<file path="config.mk">
export PLATFORM = sky130hd
export DESIGN_NAME = readahead_buf
export DESIGN_NICKNAME = d
export VERILOG_FILES = /design/src/rtl/readahead_buf_pkg.sv /design/src/rtl/readahead_buf_dp.sv /design/src/rtl/readahead_buf_ctrl.sv /design/src/rtl/readahead_buf.sv
export SDC_FILE = /design/constraint.sdc
export NUM_CORES = 1
export LEC_CHECK = 0
export BUFFER_PORTS_ARGS = -buffer_cell sky130_fd_sc_hd__buf_4
export CORE_MARGIN = 8
export CORE_UTILIZATION = 50
export CTS_CLUSTER_SIZE = 14
export DETAILED_ROUTE_END_ITERATION = 8
export PLACE_DENSITY = 0.79
export SKIP_CTS_REPAIR_TIMING = 1
export SLEW_MARGIN = 10
export SYNTH_ARGS = -nofsm -noshare
export SYNTH_HDL_FRONTEND = slang
export SYNTH_SLANG_ARGS = --single-unit
</file>
<file path="constraint.sdc">
create_clock -name clk -period 6.7 [get_ports clk]
set_input_delay 1.34 -clock clk [delete_from_list [all_inputs] [get_ports clk]]
set_output_delay 1.34 -clock clk [all_outputs]
set_load 0.02 [all_outputs]
</file>
<file path="src/rtl/readahead_buf_pkg.sv">
`timescale 1ns/1ps
package readahead_buf_pkg;

  typedef enum logic [1:0] {
    ST_IDLE,
    ST_DEMAND,
    ST_PREFETCH
  } rab_state_t;

  // strobes from control to datapath
  typedef struct packed {
    logic loadDemand;    // latch a demand fetch from the read port
    logic loadPrefetch;  // latch a next-line fetch
    logic fill;          // memory data arrives for the latched fetch
    logic respFromMem;   // read data comes straight from memory
  } rab_strobe_t;

endpackage

</file>
<file path="src/rtl/readahead_buf_dp.sv">
`timescale 1ns/1ps
module readahead_buf_dp
  import readahead_buf_pkg::*;
#(
  parameter int DWA_W  = 30,
  parameter int WORDS  = 4,
  parameter int WORD_W = 32,
  parameter int MID_W  = 2,
  parameter int DMA_ID = 2,
  localparam int IDX_W  = $clog2(WORDS),
  localparam int LEN_W  = IDX_W + 1,
  localparam int LINE_W = DWA_W - IDX_W,
  localparam int DATA_W = WORD_W * WORDS
) (
  input  logic              clk,
  input  logic              rstN,
  input  logic              raEnable,
  input  logic [DWA_W-1:0]  rdAddr,
  input  logic [LEN_W-1:0]  rdLen,
  input  logic [MID_W-1:0]  rdMaster,
  input  logic              wrValid,
  input  logic [LINE_W-1:0] wrLine,
  input  logic [DATA_W-1:0] memData,
  input  rab_strobe_t       strobe,
  output logic              hit,
  output logic              eligible,
  output logic [DATA_W-1:0] rdData,
  output logic [DWA_W-1:0]  memAddr,
  output logic [LEN_W-1:0]  memLen
);

  function automatic logic [WORDS-1:0] spanMask(input logic [IDX_W-1:0] idx,
                                                input logic [LEN_W-1:0] len);
    logic [WORDS-1:0] m;
    m = '0;
    for (int w = 0; w < WORDS; w++)
      m[w] = (w >= int'(idx)) && (w < int'(idx) + int'(len));
    return m;
  endfunction

  // buffered line
  logic [LINE_W-1:0] bufTag;
  logic [WORDS-1:0]  bufMask;
  logic [DATA_W-1:0] bufData;

  // fetch in flight
  logic [DWA_W-1:0]  reqDw;
  logic [LEN_W-1:0]  reqLen;
  logic              reqStale;

  logic [LINE_W-1:0] rdLineAddr, nextLine, reqLine;
  logic [IDX_W-1:0]  rdIdx, reqIdx;
  logic [WORDS-1:0]  needMask, reqMask;
  logic [LEN_W-1:0]  remLen;
  logic              isDma, wrHitsReq, wrHitsBuf, fillOk;

  assign rdLineAddr = rdAddr[DWA_W-1:IDX_W];
  assign rdIdx      = rdAddr[IDX_W-1:0];
  assign reqLine    = reqDw[DWA_W-1:IDX_W];
  assign reqIdx     = reqDw[IDX_W-1:0];
  assign nextLine   = rdLineAddr + 1'b1;
  assign needMask   = spanMask(rdIdx, rdLen);
  assign reqMask    = spanMask(reqIdx, reqLen);
  assign remLen     = LEN_W'(WORDS - int'(rdIdx));
  assign isDma      = (rdMaster == MID_W'(DMA_ID));

  assign hit      = (bufTag == rdLineAddr) && ((needMask & ~bufMask) == '0)
                    && (rdLen != '0);
  assign eligible = raEnable && (rdLen >= LEN_W'(2)) && !isDma;

  assign wrHitsReq = wrValid && (wrLine == reqLine);
  assign wrHitsBuf = wrValid && (wrLine == bufTag);
  assign fillOk    = strobe.fill && !reqStale && !wrHitsReq;

  always_ff @(posedge clk) begin
    if (!rstN) begin
      reqDw    <= '0;
      reqLen   <= '0;
      reqStale <= 1'b0;
    end else if (strobe.loadDemand) begin
      reqDw    <= rdAddr;
      reqLen   <= isDma ? remLen : rdLen;
      reqStale <= wrValid && (wrLine == rdLineAddr);
    end else if (strobe.loadPrefetch) begin
      reqDw    <= {nextLine, {IDX_W{1'b0}}};
      reqLen   <= LEN_W'(WORDS);
      reqStale <= wrValid && (wrLine == nextLine);
    end else if (wrHitsReq) begin
      reqStale <= 1'b1;
    end
  end

  always_ff @(posedge clk) begin
    if (!rstN) begin
      bufTag  <= '0;
      bufMask <= '0;
      bufData <= '0;
    end else if (fillOk) begin
      bufTag  <= reqLine;
      bufMask <= reqMask;
      bufData <= memData;
    end else if (wrHitsBuf) begin
      bufMask <= '0;
    end
  end

  assign memAddr = reqDw;
  assign memLen  = reqLen;
  assign rdData  = strobe.respFromMem ? memData : bufData;

endmodule

</file>
<file path="src/rtl/readahead_buf_ctrl.sv">
`timescale 1ns/1ps
module readahead_buf_ctrl
  import readahead_buf_pkg::*;
(
  input  logic        clk,
  input  logic        rstN,
  input  logic        rdValid,
  input  logic        hit,
  input  logic        eligible,
  input  logic        memAck,
  output rab_strobe_t strobe,
  output logic        memReq,
  output logic        rdDone
);

  rab_state_t state, stateNext;

  always_ff @(posedge clk) begin
    if (!rstN) state <= ST_IDLE;
    else       state <= stateNext;
  end

  always_comb begin
    strobe    = '0;
    stateNext = state;
    rdDone    = 1'b0;
    memReq    = (state != ST_IDLE);
    unique case (state)
      ST_IDLE: begin
        if (rdValid) begin
          if (hit) begin
            rdDone = 1'b1;
            if (eligible) begin
              strobe.loadPrefetch = 1'b1;
              stateNext           = ST_PREFETCH;
            end
          end else begin
            strobe.loadDemand = 1'b1;
            stateNext         = ST_DEMAND;
          end
        end
      end
      ST_PREFETCH: begin
        if (rdValid && hit) rdDone = 1'b1;
        if (memAck) begin
          strobe.fill = 1'b1;
          stateNext   = ST_IDLE;
        end else if (rdValid && !hit) begin
          strobe.loadDemand = 1'b1;
          stateNext         = ST_DEMAND;
        end
      end
      ST_DEMAND: begin
        if (memAck) begin
          strobe.fill        = 1'b1;
          strobe.respFromMem = 1'b1;
          rdDone             = 1'b1;
          if (eligible) begin
            strobe.loadPrefetch = 1'b1;
            stateNext           = ST_PREFETCH;
          end else begin
            stateNext = ST_IDLE;
          end
        end
      end
      default: stateNext = ST_IDLE;
    endcase
  end

endmodule

</file>
<file path="src/rtl/readahead_buf.sv">
`timescale 1ns/1ps
module readahead_buf
  import readahead_buf_pkg::*;
#(
  parameter int DWA_W  = 30,
  parameter int WORDS  = 4,
  parameter int WORD_W = 32,
  parameter int MID_W  = 2,
  parameter int DMA_ID = 2,
  localparam int IDX_W  = $clog2(WORDS),
  localparam int LEN_W  = IDX_W + 1,
  localparam int LINE_W = DWA_W - IDX_W,
  localparam int DATA_W = WORD_W * WORDS
) (
  input  logic              clk,
  input  logic              rstN,
  input  logic              raEnable,
  input  logic              rdValid,
  input  logic [DWA_W-1:0]  rdAddr,
  input  logic [LEN_W-1:0]  rdLen,
  input  logic [MID_W-1:0]  rdMaster,
  output logic              rdDone,
  output logic [DATA_W-1:0] rdData,
  input  logic              wrValid,
  input  logic [LINE_W-1:0] wrLine,
  output logic              memReq,
  output logic [DWA_W-1:0]  memAddr,
  output logic [LEN_W-1:0]  memLen,
  input  logic              memAck,
  input  logic [DATA_W-1:0] memData
);

  rab_strobe_t strobe;
  logic        hit, eligible;

  readahead_buf_ctrl u_ctrl (
    .clk      (clk),
    .rstN     (rstN),
    .rdValid  (rdValid),
    .hit      (hit),
    .eligible (eligible),
    .memAck   (memAck),
    .strobe   (strobe),
    .memReq   (memReq),
    .rdDone   (rdDone)
  );

  readahead_buf_dp #(
    .DWA_W  (DWA_W),
    .WORDS  (WORDS),
    .WORD_W (WORD_W),
    .MID_W  (MID_W),
    .DMA_ID (DMA_ID)
  ) u_dp (
    .clk      (clk),
    .rstN     (rstN),
    .raEnable (raEnable),
    .rdAddr   (rdAddr),
    .rdLen    (rdLen),
    .rdMaster (rdMaster),
    .wrValid  (wrValid),
    .wrLine   (wrLine),
    .memData  (memData),
    .strobe   (strobe),
    .hit      (hit),
    .eligible (eligible),
    .rdData   (rdData),
    .memAddr  (memAddr),
    .memLen   (memLen)
  );

endmodule

</file>
=== After elaboration in Yosys (flattened, before gate mapping) ===
Index checks and enable logic that the tools add are counted.

* Register bits: 196
* Bits of input ports: 197
* Output and inout bits: 163
* Logic and storage cells: 105

* $add $sub $neg: 4
* $lt $le $gt $ge: 15
* Eq/ne operators: 12
* Muxes and demuxes: 35
* Bitwise operators: 2
* Reduce and logical (&&, ||, !) cells: 30

{| class="wikitable"
|+ Operator list
! operator !! number
|-
| $eq 28x28->1 || 5
|-
| $lt 3x32->1 const A || 4
|-
| $mux 128 || 1
|-
| $lt 1x32->1 const A || 2
|-
| $lt 2x32->1 const A || 2
|-
| $mux 30 || 2
|-
| $add 28x1->28 const B || 1
|-
| $logic_and 1x1->1 || 18
|-
| $mux 2 || 8
|-
| $mux 1 || 13
|-
| $mux 3 || 4
|-
| $add 2x3->4 || 2
|-
| $ge 1x2->1 const A || 4
|-
| $mux 4 || 2
|-
| $pmux 1 s2 || 3
|-
| $pmux 2 s3 || 1
|-
| $reduce_bool 2->1 || 3
|-
| $reduce_bool 3->1 || 2
|-
| $and 4x4->4 || 1
|-
| $eq 2x2->1 const B || 2
|-
| $ge 2x2->1 const A || 2
|-
| $logic_not 1->1 || 4
|-
| $logic_not 4->1 || 1
|-
| $ne 2x2->1 const B || 2
|-
| other kinds (9) || 9
|}

=== Longest topological paths before layout ===
* Depth after elaboration: 13
* Mapped depth: 13
* Gate-level depth less buffers: 11

=== By module ===
From an unflattened synthesis, not the netlist that was laid out.

* Cells, all modules: 1,286
* Area total of the unflattened synthesis: 11,908.9 um^2

{| class="wikitable"
|+ Modules (own cells, without submodules)
! module !! times used !! cells an instance !! area an instance (um^2) !! sequential area each (um^2)
|-
| readahead_buf_dp || 1 || 1,250 || 11,609.9 || 3,883.7
|-
| readahead_buf_ctrl || 1 || 36 || 299.0 || 40.0
|}

=== Least setup slack after synthesis ===
Ideal clock, no wire load.

* Path type: input port to output port
* Start: in rdAddr[0]
* End: out rdDone
* Arrival: 3.259 ns
* Required time: 5.360 ns
* Setup slack: 2.101 ns
* Stages on the path: 8
* Buffers on the path: 0
* Cells stage by stage: ha_1 > inv_1 > fa_1 > a221o_1 > a31oi_1 > nor3_1 > o2111ai_1 > a21oi_1

* Cells in the longest elaborated chain, start to end: 10
* Elaborated cells between the ends (all ways): 20
* Those cells by class: 1 x add/sub; 7 x order compare; 4 x mux; 1 x bitwise; 7 x reduce/logical

{| class="wikitable"
|+ Ends and longest elaborated chain
! item !! RTL line !! RTL
|-
| start, declared || readahead_buf.sv:19 || <nowiki>input logic [DWA_W-1:0] rdAddr,</nowiki>
|-
| $add 2x3->4 || readahead_buf_dp.sv:37 || <nowiki>m[w] = (w >= int'(idx)) && (w < int'(idx) + int'(len));</nowiki>
|-
| $lt 1x32->1 (tied with other cells) || readahead_buf_dp.sv:37 ||
|-
| $logic_and 1x1->1 || readahead_buf_dp.sv:37 ||
|-
| $and 4x4->4 (*) || readahead_buf_dp.sv:67 || <nowiki>assign hit = (bufTag == rdLineAddr) && ((needMask & ~bufMask) == '0)</nowiki>
|-
| $logic_not 4->1 (*) || readahead_buf_dp.sv:67 ||
|-
| $logic_and 1x1->1 (*) || readahead_buf_dp.sv:67 ||
|-
| $logic_and 1x1->1 (*) || readahead_buf_dp.sv:68 || <nowiki>&& (rdLen != '0);</nowiki>
|-
| $mux 1 / $logic_and 1x1->1 (equally long branches) || readahead_buf_ctrl.sv:31, readahead_buf_ctrl.sv:44 ||
|-
| $mux 1 (on tied branches) || readahead_buf_ctrl.sv:30, readahead_buf_ctrl.sv:44 ||
|-
| $pmux 1 s3 (*) || readahead_buf_ctrl.sv:28 || <nowiki>unique case (state)</nowiki>
|-
| end, declared || readahead_buf.sv:22 || <nowiki>output logic rdDone,</nowiki>
|}

Mark *: on every way between the ends. The rest lies on a longest branch, timed or not.

=== Worst setup path in the final report ===
Ends and elaborated chain as after synthesis.

==> results.sh <==
export IMPL_status="completed"
export IMPL_design_core_area_um2=22500
export IMPL_critPathMostFrequentCell="buf_4"
export IMPL_ys_ff_latch=196
export IMPL_clockBufferDepth=2
export IMPL_path_class="in2out"
export IMPL_crit_path_top_delay_cell="fa_1"
export IMPL_fin_crit_sh_pct=76.4
export IMPL_synth_nets=1625
export IMPL_finalHoldViolations=0
export IMPL_rr_worst_depth=8
export IMPL_place_ws_ps=1680
export IMPL_via_per_inst=5.83
export IMPL_h_tree_depth=4
export IMPL_drt_pre_antenna_iters=7
export IMPL_drt_initial_drc_count=1154
export IMPL_wl_mm=41.4
export IMPL_cts_root_buffer="clkbuf_16"
export IMPL_r2r_end="u_dp.memAddr[17]$_SDFFE_PN0P_"
export IMPL_synth_async_reset_ratio_pct=0
export IMPL_grt_max_degree=90
export IMPL_cts_tree="done"
export IMPL_cp_end_kind="output port"
export IMPL_grt_pass1_wl_mm=62.9
export IMPL_setup_viol=0
export IMPL_gp_congestion=0.966
export IMPL_hold_path_class="reg2reg"
export IMPL_ys_warn_count=0
export IMPL_grt_overflow_total=0
export IMPL_final_cells=1993
export IMPL_drc=0
export IMPL_netlist_instances=1414
export IMPL_worstReg2RegStart="u_dp.bufTag[22]$_SDFFE_PN0P_"
export IMPL_die_width_um=167
export IMPL_cts_buffers=17
export IMPL_row_count=55
export IMPL_slew_violations=0
export IMPL_start_util_pct=50.5
export IMPL_hp_start="u_dp.bufData[22]$_SDFFE_PN0P_"
export IMPL_synth_area_per_cell_um2=8.04
export IMPL_hpwl_mm=30.3
export IMPL_relSlewSlack_pct=20.2
export IMPL_crit_fanout=5
export IMPL_ys_types=66
export IMPL_portBuffers=359
export IMPL_tns_ps=0
export IMPL_routedWlPerCell_um=20.8
export IMPL_grt_usage_pct=28.2
export IMPL_antenna_left=0
export IMPL_rsz0062_at_grt="no"
export IMPL_synth_area_um2=11400
export IMPL_nNetsFinal=1906
export IMPL_num_antenna_cells=0
export IMPL_die_area_um2=27800
export IMPL_drive_above_1_share_pct=32.0
export IMPL_place_inst=1961
export IMPL_max_freq_ghz=0.195
export IMPL_fin_worst_skew_ps=18.9
export IMPL_clkTransAtPathRegs_ps=70
export IMPL_max_cap_violations=0
export IMPL_fin_crit_ps=5120
export IMPL_critPathArrivalTime_ps=3780
export IMPL_syn2layout_area_growth_pct=29.6
export IMPL_required_ps=5360
export IMPL_insertion_delay_ps=440
export IMPL_power_density_nw_per_um2=248
export IMPL_synth_edf_count=0
export IMPL_setup_slack_ps=1580
export IMPL_tightest_slew_ps=1200
export IMPL_die_y_um=167
export IMPL_clock_sinks=196
export IMPL_p_leak_nw=6.04
export IMPL_ys_flop_type="dfxtp_1"
export IMPL_antenna_found_initial=0
export IMPL_cp_cell_sequence="buf_4 > ha_1 > inv_1 > fa_1 > a221o_1 > a31oi_1 > nor3_1 > o2111ai_1 > a21oi_1 > buf_4"
export IMPL_irDropWorstVdd_mv=0.205
export IMPL_vias=11626
export IMPL_grt_pass1_vias=11387
export IMPL_startpoint_type="input pin"
export IMPL_whs_ps=454
export IMPL_r2r_slack_ps=3150
export IMPL_crit_path_max_incr_delay_ps=580
export IMPL_whs_endpoint="u_dp.bufData[22]$_SDFFE_PN0P_"
export IMPL_ys_seq_area_share_pct=34.5
export IMPL_hold_depth=2
export IMPL_ioPinCount=360
where the power goes:
part | internal (mW) | switching (mW)
Clock | 0.553 | 0.539
Sequential | 1.24 | 0.0721
Combinational | 0.533 | 0.712
Total | 2.33 | 1.32
metal layers:
metal | track usage [%] | part of all wire, % | up-vias | wire length (um)
li1 | - | - | 5453 | -
met1 | 32.6 | 39 | 5470 | 16000
met2 | 46.3 | 47 | 591 | 19200
met4 | 14.2 | 4.8 | 0 | 1970
met5 | 0 | 0 | - | 0
met3 | 8.84 | 10 | 112 | 4140
final cells by class:
type	count	area (um^2)
repair buffers	369	2800
clock inverters	14	181
well taps	285	357
inverters	21	81.3
multi-input cells	1090	6960
clock buffers	18	439
fillers	1919	7770
flip-flops and latches	196	3920
how the worst max path moves through the flow:
| stage | cells after the start | end | startpoint |
|---|---|---|---|
| floorplan | 8 | rdDone | rdAddr[0] |
| global placement | 10 | rdDone | rdAddr[0] |
| detailed placement | 10 | rdDone | rdAddr[0] |
| CTS | 10 | rdDone | rdAddr[0] |
| global route | 11 | rdDone | rdAddr[0] |
| finish | 10 | rdDone | rdAddr[0] |
metrics by stage:
stage / cell area [um^2] / power [mW] / utilization [%]
after global placement: 14100 / 2.56 / 62.7
after global routing: 14700 / 3.79 / 65.5
final: 14700 / 3.65 / 65.5
after detailed placement: 14100 / 2.57 / 62.7
after floorplan: 11400 / 2.06 / -
after CTS: 14700 / 3.66 / 65.5
synthesized netlist by cell type (5+ instances only):
cell type	instances	area share, %
o22ai_1	14	0.77
a31oi_1	19	1.0
nand2b_1	6	0.33
dfxtp_1	196	35
a221oi_1	5	0.39
nand3_1	31	1.4
o21ai_0	9	0.40
and3_1	5	0.28
and4_1	5	0.39
nand2_1	358	12
a21oi_1	186	8.2
clkbuf_1	78	2.6
xnor2_1	66	5.1
nand4_1	26	1.4
a211oi_1	7	0.46
nor2_1	31	1.0
mux2_2	129	13
buf_1	5	0.17
inv_1	20	0.66
buf_2	19	0.84
and2_1	6	0.33
or4_1	11	0.73
nor3_1	5	0.22
nor4_1	19	1.0
or3_1	6	0.33
mux2i_1	21	1.8
ha_1	12	1.3
xor2_1	61	4.7
o2111ai_1	5	0.39
flip-flops by register name (all words and copies together), names as in the netlist:
register       flops
u_dp.memLen        3
u_dp.reqStale      1
u_dp.bufData     128
u_dp.memAddr      30
u_dp.bufTag       28
u_ctrl.state       2
u_dp.bufMask       4
cells by family after synthesis:
group,synth area share (%)
multiplexers,14.7
XOR/XNOR,9.78
adder cells (fa/ha/maj),1.67
AO/OA/AOI/OAI,13.9
flip-flops,34.5
buffers and inverters,4.70
AND/OR/NAND/NOR,20.7
cells in the final DEF, fill, tap and decap left out, drive strengths merged, types with 19 or more instances in the layout:
cell type / instances
mux2: 130
mux2i: 21
nand2: 359
xnor2: 66
inv: 29
nor4: 21
xor2: 61
nor2: 31
buf: 369
nand4: 26
a21oi: 186
a31oi: 19
nand3: 32
dfxtp: 196
critical path, delay by kind of cell:
| family | cells | cell delay (ps) |
|---|---|---|
| buffers and inverters | 3 | 370 |
| adders and majority gates | 2 | 750 |
| AOI/OAI and AO/OA | 4 | 800 |
| and+or+nand+nor | 1 | 520 |
Power figures use the tool's default switching activity.
